### config.mk
export PLATFORM = sky130hd
export DESIGN_NAME = wdt_indexed
export DESIGN_NICKNAME = d
export VERILOG_FILES = /design/src/rtl/wdt_pkg.sv /design/src/rtl/wdt_regs.sv /design/src/rtl/wdt_count.sv /design/src/rtl/wdt_indexed.sv
export SDC_FILE = /design/constraint.sdc
export NUM_CORES = 1
export LEC_CHECK = 0
export ABC_AREA = 1
export BUFFER_PORTS_ARGS = -buffer_cell sky130_fd_sc_hd__buf_4
export CORE_ASPECT_RATIO = 1.4
export CORE_MARGIN = 2
export CORE_UTILIZATION = 45
export CTS_CLUSTER_DIAMETER = 60
export DETAILED_ROUTE_END_ITERATION = 16
export PLACE_DENSITY = 0.66
export SLEW_MARGIN = 20
export SYNTH_ARGS = -nofsm -noshare
export SYNTH_HDL_FRONTEND = slang
export SYNTH_SLANG_ARGS = --single-unit
### constraint.sdc
create_clock -name clk -period 1.5 [get_ports clk]
set_clock_uncertainty 0.15 [all_clocks]
set_input_delay 0.075 -clock clk [delete_from_list [all_inputs] [get_ports clk]]
set_output_delay 0.075 -clock clk [all_outputs]
set_load 0.05 [all_outputs]
### src/rtl/wdt_pkg.sv
package wdt_pkg;
    localparam int DW = 8;
    localparam logic [DW-1:0] IX_CTRL = 8'h37;
    localparam logic [DW-1:0] IX_SEL  = 8'h38;
    localparam logic [DW-1:0] IX_TMO0 = 8'h39;
    localparam logic [DW-1:0] IX_CMD  = 8'h3C;
    localparam int EN_BIT     = 6;
    localparam int RELOAD_BIT = 6;
    localparam int FIRED_BIT  = 7;
    localparam logic [3:0] SEL_NMI = 4'hC;
    localparam logic [3:0] SEL_RST = 4'hD;

    typedef enum logic [1:0] {
        ACT_NONE = 2'd0,
        ACT_NMI  = 2'd1,
        ACT_RST  = 2'd2
    } act_t;
endpackage

### src/rtl/wdt_regs.sv
module wdt_regs
    import wdt_pkg::*;
#(
    parameter int CNT_W = 24
) (
    input  logic             clk,
    input  logic             rst_n,
    input  logic             wr_i,
    input  logic             addr_i,
    input  logic [DW-1:0]    wdata_i,
    input  logic             expire_i,
    output logic [DW-1:0]    rdata_o,
    output logic             en_o,
    output act_t             act_o,
    output logic [CNT_W-1:0] tmo_o,
    output logic             load_o
);
    localparam int NB = CNT_W / DW;

    typedef struct packed {
        logic [DW-1:0]    idx;
        logic             en;
        logic [3:0]       sel;
        logic [CNT_W-1:0] tmo;
        logic             fired;
    } regs_t;

    regs_t q, d;
    logic  load_d;
    logic  dwr;

    always_comb begin
        d      = q;
        load_d = 1'b0;
        dwr    = wr_i && addr_i;
        if (wr_i && !addr_i) d.idx = wdata_i;
        if (dwr) begin
            case (q.idx)
                IX_CTRL: begin
                    d.en = wdata_i[EN_BIT];
                    if (wdata_i[EN_BIT] && !q.en) load_d = 1'b1;
                end
                IX_SEL: d.sel = wdata_i[DW-1:DW-4];
                IX_CMD: begin
                    if (wdata_i[RELOAD_BIT]) load_d = 1'b1;
                    if (!wdata_i[FIRED_BIT]) d.fired = 1'b0;
                end
                default: ;
            endcase
        end
        for (int k = 0; k < NB; k++) begin
            if (dwr && q.idx == IX_TMO0 + DW'(k)) d.tmo[k*DW +: DW] = wdata_i;
        end
        if (expire_i) d.fired = 1'b1;
    end

    always_comb begin
        rdata_o = '0;
        if (!addr_i) begin
            rdata_o = q.idx;
        end else begin
            case (q.idx)
                IX_CTRL: rdata_o[EN_BIT]        = q.en;
                IX_SEL:  rdata_o[DW-1:DW-4]     = q.sel;
                IX_CMD:  rdata_o[FIRED_BIT]     = q.fired;
                default: ;
            endcase
            for (int k = 0; k < NB; k++) begin
                if (q.idx == IX_TMO0 + DW'(k)) rdata_o = q.tmo[k*DW +: DW];
            end
        end
    end

    always_comb begin
        case (q.sel)
            SEL_NMI: act_o = ACT_NMI;
            SEL_RST: act_o = ACT_RST;
            default: act_o = ACT_NONE;
        endcase
    end

    always_ff @(posedge clk) begin
        if (!rst_n) q <= '0;
        else        q <= d;
    end

    assign en_o   = q.en;
    assign tmo_o  = q.tmo;
    assign load_o = load_d;


    fired_rise_chk: assert property (@(posedge clk) disable iff (!rst_n)
        $rose(q.fired) |-> $past(expire_i));

    fired_hold_chk: assert property (@(posedge clk) disable iff (!rst_n)
        (q.fired && !(wr_i && addr_i && q.idx == IX_CMD && !wdata_i[FIRED_BIT]))
        |=> q.fired);
endmodule

### src/rtl/wdt_count.sv
module wdt_count
    import wdt_pkg::*;
#(
    parameter int CNT_W = 24
) (
    input  logic             clk,
    input  logic             rst_n,
    input  logic             tick_i,
    input  logic             en_i,
    input  logic             load_i,
    input  logic [CNT_W-1:0] tmo_i,
    input  act_t             act_i,
    output logic             nmi_o,
    output logic             rst_o,
    output logic             expire_o
);
    typedef struct packed {
        logic [CNT_W-1:0] cnt;
        logic             nmi;
        logic             rst;
        logic             exp;
    } cnt_t;

    cnt_t q, d;

    always_comb begin
        d     = q;
        d.nmi = 1'b0;
        d.rst = 1'b0;
        d.exp = 1'b0;
        if (load_i) begin
            d.cnt = tmo_i;
        end else if (en_i && tick_i) begin
            if (q.cnt == '0) begin
                d.cnt = tmo_i;
                d.exp = 1'b1;
                d.nmi = (act_i == ACT_NMI);
                d.rst = (act_i == ACT_RST);
            end else begin
                d.cnt = q.cnt - 1'b1;
            end
        end
    end

    always_ff @(posedge clk) begin
        if (!rst_n) q <= '0;
        else        q <= d;
    end

    assign nmi_o    = q.nmi;
    assign rst_o    = q.rst;
    assign expire_o = q.exp;


    one_line_chk: assert property (@(posedge clk) disable iff (!rst_n)
        !(q.nmi && q.rst));

    pulse_cause_chk: assert property (@(posedge clk) disable iff (!rst_n)
        (q.nmi || q.rst) |-> $past(tick_i && en_i));

    idle_hold_chk: assert property (@(posedge clk) disable iff (!rst_n)
        (!en_i && !load_i) |=> $stable(q.cnt));

    load_value_chk: assert property (@(posedge clk) disable iff (!rst_n)
        load_i |=> (q.cnt == $past(tmo_i)));
endmodule

### src/rtl/wdt_indexed.sv
module wdt_indexed
    import wdt_pkg::*;
#(
    parameter int CNT_W = 24
) (
    input  logic          clk,
    input  logic          rst_n,
    input  logic          tick_en,
    input  logic          host_wr,
    input  logic          host_addr,
    input  logic [7:0]    host_wdata,
    output logic [7:0]    host_rdata,
    output logic          nmi_pulse,
    output logic          reset_pulse
);
    logic             en_w;
    logic             load_w;
    logic             expire_w;
    logic [CNT_W-1:0] tmo_w;
    act_t             act_w;

    wdt_regs #(.CNT_W(CNT_W)) u_regs (
        .clk      (clk),
        .rst_n    (rst_n),
        .wr_i     (host_wr),
        .addr_i   (host_addr),
        .wdata_i  (host_wdata),
        .expire_i (expire_w),
        .rdata_o  (host_rdata),
        .en_o     (en_w),
        .act_o    (act_w),
        .tmo_o    (tmo_w),
        .load_o   (load_w)
    );

    wdt_count #(.CNT_W(CNT_W)) u_count (
        .clk      (clk),
        .rst_n    (rst_n),
        .tick_i   (tick_en),
        .en_i     (en_w),
        .load_i   (load_w),
        .tmo_i    (tmo_w),
        .act_i    (act_w),
        .nmi_o    (nmi_pulse),
        .rst_o    (reset_pulse),
        .expire_o (expire_w)
    );
endmodule

## Yosys cells after proc, flatten, opt, wreduce, memory -nomap -nowiden

Cells that the tools add are included.

- Bits in latches: 0
- Bits in writable memories: 0
- Memories: 0
- Logic and storage cells: 64
- Memory bits (read-only): 0
- Bits of input ports: 13
- Register bits: 65

- Reduce and logical (&&, ||, !) cells: 18
- Bitwise logic cells: 3
- Muxes and demuxes: 20
- $mul: 0
- Shift-type cells: 0
- Equal/unequal tests: 11
- Add/subtract/negate cells: 1
- Magnitude comparators: 0
- Div/mod/pow operators: 0

Operator list:

| kind | number |
|---|---|
| $eq A8 B6 Y1 const B | 6 |
| $mux W24 | 2 |
| $mux W8 | 4 |
| $mux W27 | 1 |
| $logic_not A24 Y1 | 1 |
| $sub A24 B1 Y24 const B | 1 |
| $eq A4 B4 Y1 const B | 2 |
| $logic_and A1 B1 Y1 | 7 |
| $mux W1 | 7 |
| $pmux W1 S2 | 3 |
| $reduce_bool A2 Y1 | 3 |
| $pmux W2 S2 | 1 |
| $reduce_and A2 Y1 | 2 |
| $reduce_or A4 Y1 | 1 |
| $mux W3 | 1 |
| $not A1 Y1 | 3 |
| $reduce_and A3 Y1 | 1 |
| $reduce_or A3 Y1 | 1 |
| $eq A2 B1 Y1 const B | 1 |
| $eq A2 B2 Y1 const B | 1 |
| $logic_not A1 Y1 | 2 |
| $mux W2 | 1 |
| $ne A2 B1 Y1 const B | 1 |

## Depth between registers and ports, before layout

- Word-level depth: 6
- Mapped depth: 11
- Depth with buffers taken out: 11

## Hierarchy

Synthesis repeated with hierarchy kept, for this count alone.

- Cells, all modules: 654
- Area total of the unflattened synthesis: 4187.8 sq um

Modules (own cells, without submodules):

| module | area each (sq um) | cells each | times used |
|---|---|---|---|
| wdt_count | 2113.3 | 362 | 1 |
| wdt_regs | 2074.5 | 292 | 1 |

## Worst setup path before layout

Ideal clock, no wire load.

- Path type: register to output
- From: reg u_regs.q[35] in the netlist's numbering
- To: out host_rdata[4]
- Arrival time: 2.145 ns
- Buffers on the path: 1
- Stages on the path, launching flop included: 8
- Data required time: 1.275 ns
- Slack: -0.870 ns
- Path through: dfxtp_1 nand2_1 nor2_4 nand4_1 clkbuf_1 nand2_1 nor2_1 o21ai_0

- Longest elaborated chain between the ends: 6
- Elaborated cells between the ends (all ways): 9

Ends and longest elaborated chain:

| item | RTL line | RTL |
|---|---|---|
| start: declaration | wdt_regs.sv:28 | `regs_t q, d;` |
| start signal: assignment | wdt_regs.sv:83 | `if (!rst_n) q <= '0;` |
| start signal: assignment | wdt_regs.sv:84 | `else q <= d;` |
| $eq A8 B6 Y1 | wdt_regs.sv:62 | `case (q.idx)` |
| $mux W2 | wdt_regs.sv:62 |  |
| $mux W8 (2 in a row) | wdt_regs.sv:69 | `if (q.idx == IX_TMO0 + DW'(k)) rdata_o = q.tmo[k*DW +: DW];` |
| $mux W8 * | wdt_regs.sv:69 |  |
| $mux W8 * | wdt_regs.sv:59 | `if (!addr_i) begin` |
| end: declaration | wdt_indexed.sv:12 | `output logic [7:0] host_rdata,` |

Every way passes the cells marked *; elsewhere a longest branch is shown, timed or not.

## Worst setup path after layout

- From: reg u_regs.q[36] in the netlist's numbering
- To: out host_rdata[4]

Same word-level chain as after synthesis.

==> metrics <==
Final GP Congestion 0.928; final wirelength 16800 um; RSZ-0062 raised after global routing yes; most common cell after layout, fill and taps aside nand2_1; via count 5281; Core Area 8980 um^2; Die Span Y 118 um; Clk pin slew, worst setup/hold paths 0.06 ns; worst hold path cell count 4; Die X 85.2 um; sw power 1160 uW; # diodes 0; area share of the largest cell type after synthesis 31.3%; #FFs+latches synth 65; relative slew slack 65.7%; Final Hold Vio Count 0; final core occ 76.2%; HP Start host_wdata[6]; vias in the first global route 5016; leakage power total 0.00318 uW; Yosys top cell by area dfxtp_1; vias per inst 5.63; R2R Path End u_count.q[13]; Hold Path End u_regs.tmo_o[14]; status complete, but fails checks; fraction of layout cells with a size suffix above 1 44.2%; maximum clock insertion buffer count 2; setup violators final 59; worst r2r path cells 13; Ys Warns 0; Mapped Cells 666; Clk pwr share 50.0%; CTS Root Cell clkbuf_16; antenna violation net count after detailed routing 0; 1st-iter DRT viols 549; CTS tree yes; combinational group share of total power 9.9%; Synth-to-Final Area Change 64.7%; placed inst area 5330 um^2; Crit Path Class reg2out; Layout Nets 841; max_cap viols 0; Mapped Nets 681; routed length per instance 17.9 um; TritonCTS buffer count 9; multi-input combinational cell area 3160 um^2; GRT overflow 0; Power, Total 4370 uW; Final Critical Period 2.12 ns; pin count of the biggest net entering global routing 25; worst vdd ir 0.609 mV; total track usage 31.6%; met3 global-route usage 4.70%; Buffers on Ports 22; Switching Fraction 26.6%; P per Cell Area 639 nW/um^2; met1 Track Usage GR 35.3%; Worst Setup End Kind output port; sequential area share after synthesis 31.3%; most frequent cells in the layout 122 x nand2_1, 120 x buf_4, 77 x inv_1; Least-Margin Pin Slew 0.514 ns; Mapped Area 4150 um^2; TritonRoute pass-1 iters 6; FP Rows 41; H-tree Lvls 3; Worst-Skew Late Latency 0.34 ns; Max Fclk 473 MHz; Seq pwr share 40.1%; Reg area 1310 um^2; CTS Sinks 65; Worst Path Max Fanout 6; HP Class in2reg; slack of the worst reg-to-reg path -0.43 ns; initial core utilization 46.3%; cell internal pwr 3210 uW; met2 Use GR 55.3%; Final Cell Area 6840 um^2; # IOs 23; period utilization 141%; startpoint class of the critical path flip-flop; Worst Path Required 1.27 ns; synth top area cells dfxtp_1 31%, nand2_1 13%, nand3_1 12%, inv_1 8.1%, nor2_1 6.7%; fillcell total 630; synth unique cells 32; first-pass GRT wire length 24900 um; Avg Inst Size Synth 6.24 um^2; violated checks setup timing; initial antenna violation count 0; Final WS setup -0.615 ns; die area 10000 um^2; GR peak layer met2; Final HPWL DP 11200 um; Critical Path AT 1.89 ns; Max Slew Vio Count 0; worst r2r src u_regs.q[36]; Post-route DRC 0
==> cell families after synthesis <==
logic type,after synthesis,synth area share [%]
buf+inv,117,12.5
xor+xnor,3,0.633
compound gates,116,14.6
fa+ha+maj,2,0.602
flops,65,31.3
simple gates,363,40.3
==> metrics by stage <==
stage / setup TNS (ns) / hold WS [ns] / setup WS (ns) / cells
after CTS: -13.85 / 0.0525 / -0.577 / 933
after global placement: -14.74 / 0.246 / -0.436 / 893
after global routing: -20.09 / 0.0808 / -0.667 / 938
after floorplan: -3.38 / 0.0634 / -0.194 / 666
final: -16.66 / 0.0564 / -0.615 / 938
after detailed placement: -16.20 / 0.254 / -0.498 / 893
==> power by group through the flow <==
stage,registers [uW],logic (uW),clock network [uW]
4_1_cts,1750,397,2160
3_5_place_dp,1790,332,0
2_1_floorplan,1790,176,0
6_report,1750,435,2190
5_1_grt,1760,460,2260
3_3_place_gp,1790,329,0
==> worst max-delay path by stage <==
| stage | from | end | cells after the start |
|---|---|---|---|
| floorplan | u_regs.q[37] | host_rdata[2] | 8 |
| global placement | u_regs.q[36] | host_rdata[5] | 10 |
| detailed placement | u_regs.q[36] | u_count.q[16] | 9 |
| CTS | u_regs.q[36] | host_rdata[6] | 9 |
| global route | u_regs.q[36] | host_rdata[4] | 11 |
| finish | u_regs.q[36] | host_rdata[4] | 10 |
==> sequential cells by signal, indices dropped and copies added, names as in the netlist <==
register,cells
u_count.q,24
u_count.rst_o,1
u_regs.en_o,1
u_regs.q,13
u_count.nmi_o,1
u_regs.tmo_o,24
u_count.expire_o,1
==> area by class of cell <==
cell class | count | area share (%)
Clock buffer | 9 | 3.29
Inverter | 92 | 5.27
Sequential cell | 65 | 19.1
Timing Repair Buffer | 171 | 23.0
Clock inverter | 7 | 1.13
Multi-Input combinational cell | 487 | 46.2
Tap cell | 107 | 1.96
==> cell usage after synthesis (all sizes together) <==
cell type  count
ha             2
nand3        100
nand3b         2
nor2          93
o22ai          7
a221oi         2
clkinv         1
o211ai         2
a21oi         52
buf           14
clkbuf        11
xnor2          1
nand4         19
nor3           2
xor2           2
dfxtp         65
o21ai         53
nand2        147
inv           91
==> layer usage <==
layer,vias to the layer above,part of all wire [%]
met5,-,0
met4,0,7.0
met3,96,5.8
met2,247,51
met1,2437,36
li1,2501,-
==> critical path, stage by stage, from the launching register on <==
cell and delay, ns:
dfxtp_2 0.32, inv_2 0.05, nand2_2 0.06, nor2_4 0.20, buf_4 0.17, nand2_2 0.09
buf_4 0.15, o22ai_2 0.15, nor2_2 0.07, o21ai_4 0.12, buf_6 0.17
==> timing repair <==
action / in CTS / in global routing
endpoints found under the setup margin: 60 / 63
hold buffers: 8 / 0
hold endpoints to repair: 33 / 0
pin swaps: 21 / 34
gates cloned: 6 / 1
gates resized for setup: 144 / 95
buffers inserted: 12 / 6
Power figures use the tool's default switching activity.
